--- config.mk ---
export PLATFORM = sky130hd
export DESIGN_NAME = pulse_swallower
export DESIGN_NICKNAME = d
export VERILOG_FILES = /design/src/rtl/fps_pkg.sv /design/src/rtl/fps_regs.sv /design/src/rtl/fps_frame.sv /design/src/rtl/fps_pattern.sv /design/src/rtl/pulse_swallower.sv
export SDC_FILE = /design/constraint.sdc
export NUM_CORES = 1
export LEC_CHECK = 0
export ABC_AREA = 1
export ABC_CLOCK_PERIOD_IN_PS = 1200
export BUFFER_PORTS_ARGS = -buffer_cell sky130_fd_sc_hd__clkbuf_2
export CAP_MARGIN = 20
export CORE_ASPECT_RATIO = 1.5
export CORE_MARGIN = 2
export CORE_UTILIZATION = 42
export CTS_BUF_LIST = sky130_fd_sc_hd__clkbuf_8
export DETAILED_ROUTE_END_ITERATION = 6
export PLACE_DENSITY_LB_ADDON = 0.1
export SLEW_MARGIN = 20
export SYNTH_ARGS = -nofsm -noshare
export SYNTH_HDL_FRONTEND = slang
export SYNTH_SLANG_ARGS = --single-unit
--- constraint.sdc ---
create_clock -name clk -period 1.2 [get_ports clk]
set_input_delay 0.06 -clock clk [delete_from_list [all_inputs] [get_ports clk]]
set_output_delay 0.06 -clock clk [all_outputs]
set_load 0.005 [all_outputs]
--- src/rtl/fps_pkg.sv ---
package fps_pkg;

    typedef enum logic [1:0] {
        SEL_NONE  = 2'd0,
        SEL_RATIO = 2'd1,
        SEL_KICK  = 2'd2
    } reg_sel_e;

    typedef struct packed {
        logic       commit;
        logic       frame_last;
    } frame_evt_t;

    function automatic reg_sel_e decode_sel(
        input logic        wr,
        input int unsigned addr,
        input int unsigned ratio_addr,
        input int unsigned kick_addr
    );
        reg_sel_e s;
        s = SEL_NONE;
        if (wr) begin
            if (addr == ratio_addr)
                s = SEL_RATIO;
            else if (addr == kick_addr)
                s = SEL_KICK;
        end
        return s;
    endfunction

    function automatic logic addr_mapped(
        input int unsigned addr,
        input int unsigned ratio_addr,
        input int unsigned kick_addr
    );
        return (addr == ratio_addr) || (addr == kick_addr);
    endfunction

endpackage

--- src/rtl/fps_regs.sv ---
module fps_regs
    import fps_pkg::*;
#(
    parameter int unsigned DATA_W     = 32,
    parameter int unsigned ADDR_W     = 4,
    parameter int unsigned FIELD_W    = 5,
    parameter int unsigned FIELD_LSB  = 8,
    parameter int unsigned KICK_BIT   = 31,
    parameter int unsigned RATIO_ADDR = 0,
    parameter int unsigned KICK_ADDR  = 1
) (
    input  logic               clk,
    input  logic               rst,
    input  logic               wr,
    input  logic [ADDR_W-1:0]  addr,
    input  logic [DATA_W-1:0]  wdata,
    output logic [DATA_W-1:0]  rdata,
    input  logic               commit,
    output logic [FIELD_W-1:0] field,
    output logic               kick
);

    reg_sel_e sel;
    logic     unused_wdata_parity;

    always_comb begin
        sel = decode_sel(wr, 32'(addr), RATIO_ADDR, KICK_ADDR);
    end

    assign unused_wdata_parity = ^wdata;

    always_ff @(posedge clk) begin
        if (rst) begin
            field <= '0;
            kick  <= 1'b0;
        end else begin
            if (sel == SEL_RATIO && !kick)
                field <= wdata[FIELD_LSB +: FIELD_W];
            if (commit)
                kick <= 1'b0;
            else if (sel == SEL_KICK && wdata[KICK_BIT])
                kick <= 1'b1;
        end
    end

    always_comb begin
        rdata = '0;
        if (addr_mapped(32'(addr), RATIO_ADDR, KICK_ADDR)) begin
            rdata[FIELD_LSB +: FIELD_W] = field;
            rdata[KICK_BIT]             = kick;
        end
    end

    // reset leaves both state elements cleared
    assert_reset_state_R1: assert property (@(posedge clk)
        rst |=> (field == '0 && !kick));

    // staged field is frozen while a change is pending
    assert_ratio_locked_R4: assert property (@(posedge clk) disable iff (rst)
        (wr && addr == ADDR_W'(RATIO_ADDR) && kick) |=> $stable(field));

    // flag drops right after the commit
    assert_kick_drop_R6: assert property (@(posedge clk) disable iff (rst)
        commit |=> !kick);

    // flag only rises on a commit-register write
    assert_kick_source_R3: assert property (@(posedge clk) disable iff (rst)
        $rose(kick) |-> $past(wr && addr == ADDR_W'(KICK_ADDR) && wdata[KICK_BIT]));

endmodule

--- src/rtl/fps_frame.sv ---
module fps_frame
    import fps_pkg::*;
#(
    parameter int unsigned FRAME_LOG2 = 5
) (
    input  logic       clk,
    input  logic       rst,
    input  logic       kick,
    output frame_evt_t evt
);

    logic [FRAME_LOG2-1:0] pos;

    always_ff @(posedge clk) begin
        if (rst)
            pos <= '0;
        else
            pos <= pos + 1'b1;
    end

    always_comb begin
        evt.frame_last = &pos;
        evt.commit     = kick & evt.frame_last;
    end

    // the cycle after the last one of a frame is cycle 0
    assert_frame_wrap_R5: assert property (@(posedge clk) disable iff (rst)
        evt.frame_last |=> (pos == '0));

endmodule

--- src/rtl/fps_pattern.sv ---
module fps_pattern #(
    parameter int unsigned FRAME_LOG2 = 5,
    localparam int unsigned MULT_W    = FRAME_LOG2 + 1,
    localparam int unsigned FRAME_LEN = 1 << FRAME_LOG2
) (
    input  logic                  clk,
    input  logic                  rst,
    input  logic                  load,
    input  logic [FRAME_LOG2-1:0] load_field,
    input  logic                  frame_last,
    output logic                  clk_en
);

    logic [MULT_W-1:0]     mult;
    logic [FRAME_LOG2-1:0] acc;
    logic [MULT_W-1:0]     sum;

    always_comb begin
        sum    = {1'b0, acc} + mult;
        clk_en = sum[FRAME_LOG2];
    end

    always_ff @(posedge clk) begin
        if (rst) begin
            mult <= MULT_W'(FRAME_LEN);
            acc  <= '0;
        end else begin
            if (frame_last)
                acc <= '0;
            else
                acc <= sum[FRAME_LOG2-1:0];
            if (load)
                mult <= MULT_W'(FRAME_LEN) - MULT_W'(load_field);
        end
    end

    // checker-side pulse counter for the per-frame total
    logic [MULT_W-1:0] chk_pulses;

    always_ff @(posedge clk) begin
        if (rst || frame_last)
            chk_pulses <= '0;
        else
            chk_pulses <= chk_pulses + MULT_W'(clk_en);
    end

    // each frame carries exactly M pulses
    assert_frame_pulses_R7: assert property (@(posedge clk) disable iff (rst)
        frame_last |-> ((chk_pulses + MULT_W'(clk_en)) == mult));

    // the multiplier only changes across a frame boundary
    assert_mult_boundary_R5: assert property (@(posedge clk) disable iff (rst)
        (mult != $past(mult)) |-> $past(frame_last));

    // full multiplier never swallows a cycle
    assert_full_rate_R7: assert property (@(posedge clk) disable iff (rst)
        (mult == MULT_W'(FRAME_LEN)) |-> clk_en);

endmodule

--- src/rtl/pulse_swallower.sv ---
module pulse_swallower
    import fps_pkg::*;
#(
    parameter int unsigned DATA_W     = 32,
    parameter int unsigned ADDR_W     = 4,
    parameter int unsigned FRAME_LOG2 = 5,
    parameter int unsigned FIELD_LSB  = 8,
    parameter int unsigned KICK_BIT   = 31,
    parameter int unsigned RATIO_ADDR = 0,
    parameter int unsigned KICK_ADDR  = 1
) (
    input  logic              clk,
    input  logic              rst,
    input  logic              reg_wr,
    input  logic [ADDR_W-1:0] reg_addr,
    input  logic [DATA_W-1:0] reg_wdata,
    output logic [DATA_W-1:0] reg_rdata,
    output logic              clk_en
);

    logic [FRAME_LOG2-1:0] staged_field;
    logic                  kick;
    frame_evt_t            evt;

    fps_regs #(
        .DATA_W     (DATA_W),
        .ADDR_W     (ADDR_W),
        .FIELD_W    (FRAME_LOG2),
        .FIELD_LSB  (FIELD_LSB),
        .KICK_BIT   (KICK_BIT),
        .RATIO_ADDR (RATIO_ADDR),
        .KICK_ADDR  (KICK_ADDR)
    ) u_regs (
        .clk    (clk),
        .rst    (rst),
        .wr     (reg_wr),
        .addr   (reg_addr),
        .wdata  (reg_wdata),
        .rdata  (reg_rdata),
        .commit (evt.commit),
        .field  (staged_field),
        .kick   (kick)
    );

    fps_frame #(
        .FRAME_LOG2 (FRAME_LOG2)
    ) u_frame (
        .clk  (clk),
        .rst  (rst),
        .kick (kick),
        .evt  (evt)
    );

    fps_pattern #(
        .FRAME_LOG2 (FRAME_LOG2)
    ) u_pattern (
        .clk        (clk),
        .rst        (rst),
        .load       (evt.commit),
        .load_field (staged_field),
        .frame_last (evt.frame_last),
        .clk_en     (clk_en)
    );

endmodule

==> results.md <==
- Fillcell total: 317
- Wire length on met2: 1.46 mm
- Reg clk slew, reported paths: 0.07 ns
- Wire length on met3: 84 um
- Combinational Power Share: 10.0%
- Initial Utilization: 43.2%
- WHS: 0.0407 ns
- Largest net degree at the start of global routing: 12
- Critical-path top delay cell: dfxtp_2
- CP Launch Type: flip-flop
- Max Cap Viol: 0
- Final Power: 0.00134 W
- Avg Cell Area, Syn: 7.08 um^2
- Flop pwr share: 55.9%
- Total GRT Usage: 13.6%
- DIE AREA: 0.00366 mm^2
- Clock tree buffer depth: 2
- Top Metal Used: met4
- Share of cells above drive strength 1: 37.1%
- Worst path most repeated cell: nand2_1
- Time the worst path needs with I/O delays and setup: 1.42 ns
- Clock buffer count from CTS: 3
- Via count: 1109
- Crit path kind: reg2out
- Distinct cell type count after synthesis: 22
- Root Driver: clkbuf_8
- Final Setup Violations: 13
- Clock sink total: 22
- Register area share after synthesis: 32.9%
- Status: finished, violations left
- Hold Path Class: in2reg
- Vias in the first global route: 963
- Die H: 73.1 um
- Buf+Inv Stages, Crit Path: 1
- Power share of the clock group: 34.1%
- Port bufs: 19
- Final Util: 57.6%
- Hold Vio Cnt, Final: 0
- Critical-path cell list: ha_4, nand2_1, nand2_1, nand2_1, nand3_1, nand2_1, nand2_1, clkbuf_2
- Gr ovfl total: 0
- Worst Path Required: 1.14 ns
- Skew-Pair Late Insertion Delay: 0.26 ns
- Yosys reg bits: 22
- Switching portion of total power: 24.6%
- Pwr/cell area: 754 mW/mm^2
- Antenna-violating nets left: 0
- Final setup margin: -0.225 ns
- Area occupied by multi-input gates: 880 um^2
- Via density: 4.20
- Crit Path Max Fanout: 4
- Sw Pwr: 0.000331 W
- Crit path DAT: 1.36 ns
- CP max stage delay: 0.35 ns
- Fin crit share: 119%
- Fin. max-slew vios: 0
- H-Tree Depth: 1
- Min-Delay Startpoint: reg_addr[0]
- Nets: 274
- RSZ-0062 raised after global routing: yes
- CP Capture Type: output port
- CTS tree: yes
- Crit path max-delay family: simple AND/OR/NAND/NOR gates
- Post-CTS Hold Fix Bufs: 0
- DPL Wire Length: 1.87 mm
- CP startpoint: u_pattern.mult[2]
- Placer Congestion: 0.769
- Die width: 50.1 um
- Warnings from Yosys: 0
- Core Area: 0.00310 mm^2
- Leak Pwr: 0.884 nW
- Violated checks: setup timing
- Int Pwr: 0.00101 W
- Met1 Routed Length: 943 um
- Pre-antenna DRT Iters: 4
- DR iter-0 viols: 12
- Area Growth Syn to Fin: 33.2%
- Worst r2r src: u_frame.pos[1]
- Reg area: 457 um^2
- DR WL/cell: 9.63 um
- Drt total wl: 2.54 mm
- Row cnt: 25
- Post-synthesis cell area: 0.00134 mm^2
- First-pass GRT wire length: 3.89 mm
- Post-synthesis cell count: 189
- FMAX: 702 MHz
- Max Clock Skew: 0.00120 ns
- Peak supply drop: 0.643 mV
- DR DRC count: 0
- N_diodes: 0
- Initial antenna violation count: 0
- Ports: 72
[path summary, 6_finish.rpt]
check / to / slack (ns) / cells after the start
worst max-delay path: clk_en / -0.22 / 8
worst min-delay path: u_regs.kick / 0.04 / 3
worst max register to register: u_pattern.mult[4] / -0.12 / 9
worst min register to register: u_regs.field[0] / 0.49 / 2
[cell families (layout without fill, tap and decap cells)]
kind of cell | count (synthesis) | after routing | share of synthesized area, %
AOI/OAI and AO/OA | 18 | 18 | 6.73
xor gates and xnor gates | 1 | 1 | 0.654
adders and majority gates | 9 | 9 | 8.97
buffers and inverters | 57 | 67 | 23.6
DFF | 22 | 22 | 32.9
other | 1 | 26 | 0.280
and+or+nand+nor | 81 | 81 | 26.8
[layer usage]
| layer | global-route usage, % | vias to the layer above |
|---|---|---|
| met2 | 25.0 | 27 |
| met5 | 0 | - |
| met3 | 1.64 | 5 |
| met1 | 14.8 | 483 |
| met4 | 7.41 | 0 |
| li1 | - | 594 |
[flip-flops by register name (all words and copies together) (netlist names)]
name and flops:
u_pattern.mult 6, u_frame.pos 5, u_pattern.acc 5, u_regs.field 5, u_regs.kick 1
[final cells by class]
| class | count | share of cell area (%) |
|---|---|---|
| Clock buffer | 3 | 2.32 |
| Tap cell | 40 | 2.81 |
| Timing Repair Buffer | 35 | 13.1 |
| Sequential cell | 22 | 25.6 |
| Inverter | 29 | 6.81 |
| Multi-Input combinational cell | 135 | 49.3 |
[repair_timing]
item                       in CTS  in global routing
resized for setup              27                 24
pin swaps                      21                 16
setup endpoints to repair      13                 13
setup buffers                   7                  3
[metrics by stage]
stage / setup TNS, ns / worst slack, ns / cell area [um^2] / instances
after detailed placement: -0.695 / -0.139 / 1460 / 252
after global routing: -1.90 / -0.320 / 1780 / 264
after global placement: -0.614 / -0.128 / 1460 / 252
after CTS: -0.946 / -0.225 / 1660 / 262
final: -0.912 / -0.225 / 1780 / 264
after floorplan: -0.117 / -0.0828 / 1470 / 214
[synth_stat cells]
cell,n,area (um^2)
nand2_1,32,120
nor2_1,34,128
nor2_4,1,11.3
o21ai_1,3,15.0
ha_1,8,100
and3_1,1,6.26
buf_4,27,203
fa_1,1,20.0
nor2_8,1,20.0
xor2_1,1,8.76
buf_2,1,5.00
nand2_4,1,11.3
dfxtp_1,22,440
nand3_1,8,40.0
nand3_2,1,10.0
nor2_2,1,6.26
nand4_1,1,6.26
inv_1,26,97.6
o21ai_0,4,20.0
a21oi_1,11,55.1
inv_2,3,11.3
conb_1,1,3.75
[worst min-delay path: stages]
cell and delay [ns]:
clkbuf_2 0.09, nand2_1 0.07, a21oi_2 0.05
[power by group through the flow]
| stage | logic (W) | clock network, W | registers [W] |
|---|---|---|---|
| floorplan | 0.000148 | 0 | 0.000770 |
| global placement | 0.000121 | 0 | 0.000771 |
| detailed placement | 0.000124 | 0 | 0.000772 |
| CTS | 0.000129 | 0.000469 | 0.000752 |
| global route | 0.000155 | 0.000495 | 0.000752 |
| finish | 0.000134 | 0.000458 | 0.000751 |
[cell usage in the layout (no fill, tap or decap), types with 4 or more instances in the layout]
master     n
nor2_1    31
nand2_1   26
conb_1    26
inv_1     25
clkbuf_2  19
dfxtp_1   13
buf_4     11
ha_4       7
dfxtp_2    7
a21oi_1    6
nand3_1    6
nand2_4    5
buf_6      5
a21oi_2    4
Power figures use the tool's default switching activity.
